<file path="src/rtl/link_clk_pkg.sv">
package link_clk_pkg;
  typedef enum logic [1:0] {
    PH_IDLE = 2'd0,
    PH_LOW  = 2'd1,
    PH_HIGH = 2'd2
  } phase_e;
endpackage

</file>
<file path="src/rtl/lcg_code_decode.sv">
// Maps a divider code to a half-period length and flags codes that are out of range.
module lcg_code_decode #(
  parameter int CODE_W      = 6,
  parameter int FINE_CODES  = 16,
  parameter int NUM_CODES   = 32,
  parameter int FINE_HALF   = 1,
  parameter int COARSE_HALF = 10,
  parameter int HALF_W      = 8
) (
  input  logic [CODE_W-1:0] code,
  output logic [HALF_W-1:0] half,
  output logic              valid
);
  always_comb begin
    valid = (code < CODE_W'(NUM_CODES));
    if (code < CODE_W'(FINE_CODES)) begin
      half = HALF_W'(FINE_HALF) * (HALF_W'(code) + HALF_W'(1));
    end else begin
      half = HALF_W'(COARSE_HALF) * (HALF_W'(code) - HALF_W'(FINE_CODES - 1));
    end
  end
endmodule

</file>
<file path="src/rtl/lcg_phase_gen.sv">
// Produces the divided clock. A new code is loaded only when a period begins.
module lcg_phase_gen
  import link_clk_pkg::*;
#(
  parameter int HALF_W = 8
) (
  input  logic              clk,
  input  logic              rst_n,
  input  logic              en,
  input  logic              code_ok,
  input  logic [HALF_W-1:0] new_half,
  output logic              sclk,
  output logic              tick
);
  phase_e            st;
  logic [HALF_W-1:0] cnt;
  logic [HALF_W-1:0] half_q;
  logic              start_period;

  always_comb begin
    start_period = en && code_ok &&
                   ((st == PH_IDLE) || ((st == PH_HIGH) && (cnt == '0)));
  end

  always_ff @(posedge clk or negedge rst_n) begin
    if (!rst_n) begin
      st     <= PH_IDLE;
      cnt    <= '0;
      half_q <= '0;
      sclk   <= 1'b1;
      tick   <= 1'b0;
    end else begin
      tick <= start_period;
      if (start_period) begin
        half_q <= new_half;
        cnt    <= new_half - HALF_W'(1);
        sclk   <= 1'b0;
        st     <= PH_LOW;
      end else begin
        case (st)
          PH_LOW: begin
            if (cnt == '0) begin
              sclk <= 1'b1;
              cnt  <= half_q - HALF_W'(1);
              st   <= PH_HIGH;
            end else begin
              cnt <= cnt - HALF_W'(1);
            end
          end
          PH_HIGH: begin
            if (cnt == '0) begin
              st <= PH_IDLE;
            end else begin
              cnt <= cnt - HALF_W'(1);
            end
          end
          default: st <= PH_IDLE;
        endcase
      end
    end
  end
endmodule

</file>
<file path="src/rtl/lcg_busy_count.sv">
// Counts output periods after a start and pulses done once the programmed count is reached.
module lcg_busy_count #(
  parameter int BUSY_W = 8
) (
  input  logic              clk,
  input  logic              rst_n,
  input  logic              start,
  input  logic [BUSY_W-1:0] limit,
  input  logic              tick,
  output logic              done
);
  logic              active;
  logic [BUSY_W-1:0] tgt;
  logic [BUSY_W-1:0] cnt;

  always_ff @(posedge clk or negedge rst_n) begin
    if (!rst_n) begin
      active <= 1'b0;
      tgt    <= '0;
      cnt    <= '0;
      done   <= 1'b0;
    end else begin
      done <= 1'b0;
      if (start) begin
        tgt    <= limit;
        cnt    <= '0;
        active <= (limit != '0);
        done   <= (limit == '0);
      end else if (active && tick) begin
        if ((cnt + BUSY_W'(1)) == tgt) begin
          done   <= 1'b1;
          active <= 1'b0;
        end else begin
          cnt <= cnt + BUSY_W'(1);
        end
      end
    end
  end
endmodule

</file>
<file path="src/rtl/link_clk_gen.sv">
module link_clk_gen #(
  parameter int CODE_W      = 6,
  parameter int BUSY_W      = 8,
  parameter int FINE_CODES  = 16,
  parameter int NUM_CODES   = 32,
  parameter int FINE_STEP   = 2,
  parameter int COARSE_STEP = 20
) (
  input  logic              clk,
  input  logic              rst_n,
  input  logic              en,
  input  logic [CODE_W-1:0] div_code,
  input  logic [BUSY_W-1:0] busy_count,
  input  logic              busy_start,
  output logic              sclk_out,
  output logic              period_tick,
  output logic              busy_done,
  output logic              code_invalid
);
  localparam int FINE_HALF   = FINE_STEP / 2;
  localparam int COARSE_HALF = COARSE_STEP / 2;
  localparam int MAX_HALF    = COARSE_HALF * (NUM_CODES - FINE_CODES);
  localparam int HALF_W      = $clog2(MAX_HALF + 1);

  logic [HALF_W-1:0] half_len;
  logic              code_ok;

  lcg_code_decode #(
    .CODE_W(CODE_W), .FINE_CODES(FINE_CODES), .NUM_CODES(NUM_CODES),
    .FINE_HALF(FINE_HALF), .COARSE_HALF(COARSE_HALF), .HALF_W(HALF_W)
  ) u_decode (
    .code (div_code),
    .half (half_len),
    .valid(code_ok)
  );

  lcg_phase_gen #(.HALF_W(HALF_W)) u_phase (
    .clk     (clk),
    .rst_n   (rst_n),
    .en      (en),
    .code_ok (code_ok),
    .new_half(half_len),
    .sclk    (sclk_out),
    .tick    (period_tick)
  );

  lcg_busy_count #(.BUSY_W(BUSY_W)) u_busy (
    .clk  (clk),
    .rst_n(rst_n),
    .start(busy_start),
    .limit(busy_count),
    .tick (period_tick),
    .done (busy_done)
  );

  assign code_invalid = !code_ok;
endmodule

</file>
<file path="config.mk">
export PLATFORM = sky130hd
export DESIGN_NAME = link_clk_gen
export DESIGN_NICKNAME = d
export VERILOG_FILES = /design/src/rtl/link_clk_pkg.sv /design/src/rtl/lcg_code_decode.sv /design/src/rtl/lcg_phase_gen.sv /design/src/rtl/lcg_busy_count.sv /design/src/rtl/link_clk_gen.sv
export SDC_FILE = /design/constraint.sdc
export NUM_CORES = 1
export LEC_CHECK = 0
export ABC_AREA = 1
export CORE_ASPECT_RATIO = 1.2
export CORE_MARGIN = 2
export CORE_UTILIZATION = 35
export CTS_CLUSTER_DIAMETER = 150
export DETAILED_ROUTE_END_ITERATION = 8
export PLACE_DENSITY = 0.62
export SYNTH_ARGS = -nofsm -noshare
export SYNTH_HDL_FRONTEND = slang
export SYNTH_SLANG_ARGS = --single-unit
</file>
<file path="constraint.sdc">
create_clock -name clk -period 2.8 [get_ports clk]
set_input_delay 0.28 -clock clk [delete_from_list [all_inputs] [get_ports clk]]
set_output_delay 0.28 -clock clk [all_outputs]
set_load 0.02 [all_outputs]
</file>
==> After elaboration in Yosys (flattened, before gate mapping) <==
Cells that the tools add are included.
{ "word_totals": {"reg_bits": 38, "in_bits": 18, "elab_cells": 66} }
{ "op_classes": {"add_sub_neg": 6, "multipliers": 1, "n_lt_le_gt_ge": 2, "n_eq_ne": 7, "n_mux": 21, "n_reduce_logical": 20} }
{ "ops": {"columns": ["cell", "count"], "rows": [
  ["$mux W8", 7],
  ["$sub A8 B1 Y8 const B", 3],
  ["$logic_not A8 Y1", 2],
  ["$pmux W8 S2", 1],
  ["$reduce_and A2 Y1", 5],
  ["$mux W1", 9],
  ["$add A8 B1 Y8 const B", 1],
  ["$eq A8 B8 Y1", 1],
  ["$mul A3 B8 Y7 const A", 1],
  ["$reduce_bool A2 Y1", 4],
  ["$reduce_bool A8 Y1", 1],
  ["$add A6 B1 Y7 const B", 1],
  ["$sub A6 B4 Y7 const B", 1],
  ["$lt A6 B5 Y1 const B", 1],
  ["$lt A6 B6 Y1 const B", 1],
  ["$mux W2", 3],
  ["$ne A3 B2 Y1 const B", 2],
  ["$logic_and A1 B1 Y1", 4],
  ["$pmux W2 S2", 1],
  ["$ne A3 B1 Y1 const B", 1],
  ["$reduce_bool A3 Y1", 1],
  ["$eq A2 B1 Y1 const B", 1],
  ["$eq A2 B2 Y1 const B", 1],
  ["$logic_not A2 Y1", 1],
  ["3 further kinds", 3]
]} }

==> Longest topological paths before layout <==
{ "logic_depth": {"ltp_word": 6, "ltp_mapped": 19, "mapped_depth_nobuf": 19} }

==> Modules after synthesis <==
From an unflattened synthesis, not the netlist that was laid out.
{ "hier_totals": {"cells_unflattened": 433, "hier_area_um2": 2996.6} }
{ "modules_own_cells": {"columns": ["mod", "n_inst", "cells_per_inst", "area_each_um2"], "rows": [
  ["lcg_phase_gen", 1, 210, 1488.9],
  ["lcg_busy_count", 1, 169, 1177.4],
  ["lcg_code_decode", 1, 53, 326.6],
  ["link_clk_gen", 1, 1, 3.8]
]} }

==> Worst setup path before layout <==
OpenSTA, ideal clock, no wires.
{ "synth_timing": {"kind": "input -> register", "start": "input div_code[0]", "end": "register u_phase.cnt[7]", "setup_ps": 113, "t_arrival_ps": 2137, "required_ps": 2687, "path_slack_ps": 550, "cell_stages": 17, "n_path_buf": 0, "cell_sequence": "ha_1 > nand3_1 > nand2_1 > nand2_1 > inv_1 > ha_1 > fa_1 > nand2_1 > nand2_1 > nor2_1 > nor2_1 > nand4_1 > inv_1 > nand2_1 > nand3_1 > nand2_1 > inv_1"} }
{ "synth_via": {"elab_chain_cells": 5, "word_cells_on_any_way": 13} }
{ "synth_lines": {"columns": ["element", "line_no", "text"], "rows": [
  ["start, declared", "link_clk_gen.sv:12", "input logic [CODE_W-1:0] div_code,"],
  ["$sub A6 B4 Y7 or $lt A6 B6 Y1 (tied branches)", "lcg_code_decode.sv:19, lcg_code_decode.sv:15", null],
  ["$mul A3 B8 Y7 or $logic_and A1 B1 Y1 (tied branches)", "lcg_code_decode.sv:19, lcg_phase_gen.sv:21", null],
  ["$mux W8 or $logic_and A1 B1 Y1 (tied branches)", "lcg_code_decode.sv:16, lcg_phase_gen.sv:21", null],
  ["$sub A8 B1 Y8 (tied with other cells)", "lcg_phase_gen.sv:36", "cnt <= new_half - HALF_W'(1);"],
  ["$mux W8 or $reduce_and A2 Y1 (tied branches)", null, null],
  ["end signal, assigned", "lcg_phase_gen.sv:36", null],
  ["end signal, assigned", "lcg_phase_gen.sv:44", "cnt <= half_q - HALF_W'(1);"],
  ["end signal, assigned", "lcg_phase_gen.sv:47", "cnt <= cnt - HALF_W'(1);"],
  ["end, declared", "lcg_phase_gen.sv:16", "logic [HALF_W-1:0] cnt;"]
]} }
Parallel ways exist; a longest one is shown, timed or not.
A chain may end at the register's enable or synchronous reset.

==> Worst setup path in the final report <==
Ends and elaborated chain as after synthesis.

==> metrics <==
status completed; Post-synth top cells 118 x nand2_1, 57 x inv_1, 41 x nand3_1, 37 x dfrtp_1, 25 x nor2_1; FMAX 386 MHz; Synth-to-Final Area Change 16.8%; synthesized netlist cell count 394; Worst Path Buf+Inv 3; Hold Vio Cnt, Final 0; Tot GR Track Use 14.9%; CP most frequent cell nand2_1; Worst Tran Pin Value 0.858 ns; Initial DRT Pass Iterations 4; Worst Clk Skew 0.00547 ns; post-place setup slack -0.0786 ns; fin. max-slew vios 0; Die X 84.8 um; Synth warnings 0; Post-synth EDFFs 0; Die Footprint 8570 sq um; DRT iter0 DRCs 106; CP startpoint kind input pin; critical path arrival 2.78 ns; vias per std cell 4.88; Starting Density 35.8%; vias in the first global route 2,412; Primary FF master, synth dfrtp_1; DRC Markers 0; CTS tree built; first-pass GRT wire length 10.5 mm; minimum clock period 2.59 ns; Async SR Flop Fraction 100%; CP Class input pin to flip-flop; crit path to u_phase.cnt[7]; pwr/cell area 677 nW/um^2; Sink Count 38; number of port buffers 21; worst reg2reg setup slack 0.75 ns; Leak 0.00166 uW; most common cell in the netlist nand2_1; RR Endpoint u_phase.st[1]; RSZ-0062 raised after global routing no; routed wire length 5.87 mm; Stages on worst setup path 16; total gr overflow 0; GP Congestion 0.855; Final WS setup 0.211 ns; Crit-path slowest cell clkdlybuf4s50_1; setup tns final 0 ns; synthesized flop and latch total 38; crit path from div_code[0]; # IOs 22; crit-path cells clkdlybuf4s50_1 > ha_1 > nand3_1 > nand2_1 > nand2_1 > inv_1 > ha_1 > fa_1 > nor2_1 > nor2_1 > nor2_1 > nand4_1 > nand2_1 > nand3_1 > nand2_1 > inv_1; Worst-Skew Late Latency 0.29 ns; hold_buf cts 0; # nets final 460; Mapped Area 2740 sq um; CP Data Required Time 2.99 ns; dpl hpwl 4.65 mm; smallest hold slack 0.0936 ns; Worst Hold Class input pin to asynchronous set/reset pin; total power 2170 uW; syn avg cell area 6.96 sq um; Syn Nets 426; share of post-route cells with drive strength above 1 9.35%; Final Setup Violations 0; Core Area 7660 sq um; CP Capture Type flip-flop; die height 101 um; RR Startpoint u_phase.cnt[0]; cts bufs inserted 5; Worst Reg2Reg Path Length in Cells 12; worst-path fanout max 4; fill cell count 795; CTS H-tree depth 2; num rows 35; initial antenna violation count 0; Yosys cell types 36; clock-pin slew on the worst setup and hold paths 0.08 ns; Final Cycle Share 92.5%; leading area contributor after synthesis dfrtp_1; Post-CTS Setup Inserts 0; MaxCap Viol Count 0; antenna viol nets, final 0; family with the most delay on the worst path adder cells; routed len/inst 11.3 um; largest net degree at the start of global routing 39; root buf cell clkbuf_8; top cells by area, synth dfrtp_1 34%, nand2_1 16%, inv_1 7.8%, nand3_1 7.5%, ha_1 5.9%; Slew Limit Headroom 42.8%; share of the synthesized area in the top cell type 33.7%; post-cts sizing count 0; Peak VDD IR 0.261 mV; via count 2,536; # diodes 0; CP max stage delay 0.46 ns; post-synthesis sequential area ratio 34.7%; Clock Tree Buf Depth 2
-- layer usage --
metal  track usage (%)  wire, um  up-vias
met3              1.23        92        7
met2              25.6      2780       26
met5                 0         0        -
met4              6.11        87        0
li1                  -         -     1333
met1              19.4      2910     1170
-- registers in the layout, summed over array words and instances (netlist names) --
signal	flops
u_phase.sclk	1
u_phase.cnt	8
u_busy.done	1
u_busy.cnt	8
u_phase.tick	1
u_busy.tgt	8
u_phase.st	2
u_phase.half_q	8
u_busy.active	1
-- final cells by class --
| type | instances | area [sq um] | area share, % |
|---|---|---|---|
| clock buffers | 5 | 68.8 | 2.15 |
| clock inverters | 2 | 10.0 | 0.312 |
| inverters | 63 | 236 | 7.38 |
| multi-input cells | 287 | 1530 | 47.6 |
| flip-flops and latches | 38 | 952 | 29.7 |
| well taps | 92 | 115 | 3.59 |
| repair buffers | 33 | 295 | 9.22 |
-- worst reg2reg max path, stage by stage (launching register included) --
cell and delay [ns]:
dfrtp_1 0.36, inv_1 0.10, ha_1 0.22, nand2_1 0.10, nor2_2 0.17, nand2_1 0.08, nand2_1 0.08, nand2_2 0.20
inv_2 0.31, nor2_1 0.07, o21ai_1 0.13, nand2_1 0.07, o21ai_1 0.07
-- cell usage in the layout, fill, tap and decap left out, types with 2 or more instances in the layout --
| master | instances |
|---|---|
| ha_1 | 13 |
| clkinv_2 | 2 |
| clkbuf_8 | 5 |
| inv_2 | 5 |
| nand2_2 | 3 |
| o211ai_1 | 2 |
| buf_4 | 12 |
| nand3_1 | 41 |
| inv_1 | 57 |
| dfrtp_1 | 37 |
| xor2_1 | 11 |
| nor4_1 | 2 |
| nor2_1 | 25 |
| nand2_1 | 118 |
| o221ai_1 | 4 |
| nor2_4 | 4 |
| clkdlybuf4s50_1 | 20 |
| o21ai_1 | 14 |
| nand4_1 | 14 |
| o21ai_0 | 13 |
| a21oi_1 | 6 |
| nor2_2 | 4 |
-- metrics by stage --
stage	std cells	area [sq um]	util, %
CTS	520	3200	41.8
floorplan	394	2740	-
global placement	513	3130	40.8
finish	520	3200	41.8
global route	520	3200	41.8
detailed placement	513	3130	40.8
-- cell families (layout without fill, tap and decap cells) --
group           count (synthesis)  in the layout  synth area share [%]
compound gates                 45             45                  9.39
fa+ha+maj                      14             14                  6.66
buf+inv                        69            103                  9.67
simple gates                  216            216                  35.7
xor+xnor                       12             12                  3.83
flops                          38             38                  34.7
-- report_power, final --
part	internal (uW)	switching [uW]	total [uW]	leakage [uW]
combinational	402	623	1020	0.00114
sequential	695	92.9	787	0.000481
clock	167	190	357	0.0000438
total	1260	906	2170	0.00166
-- worst min path at each step --
stage | end | slack, ns | cells after the start | from
finish | u_busy.tgt[4] | 0.09 | 1 | rst_n
detailed placement | u_busy.done | 0.45 | 1 | rst_n
CTS | u_busy.done | 0.13 | 1 | rst_n
floorplan | u_busy.active | -0.02 | 0 | rst_n
global route | u_busy.tgt[4] | 0.17 | 1 | rst_n
global placement | u_busy.tgt[3] | 0.44 | 1 | rst_n
Power figures use the tool's default switching activity.
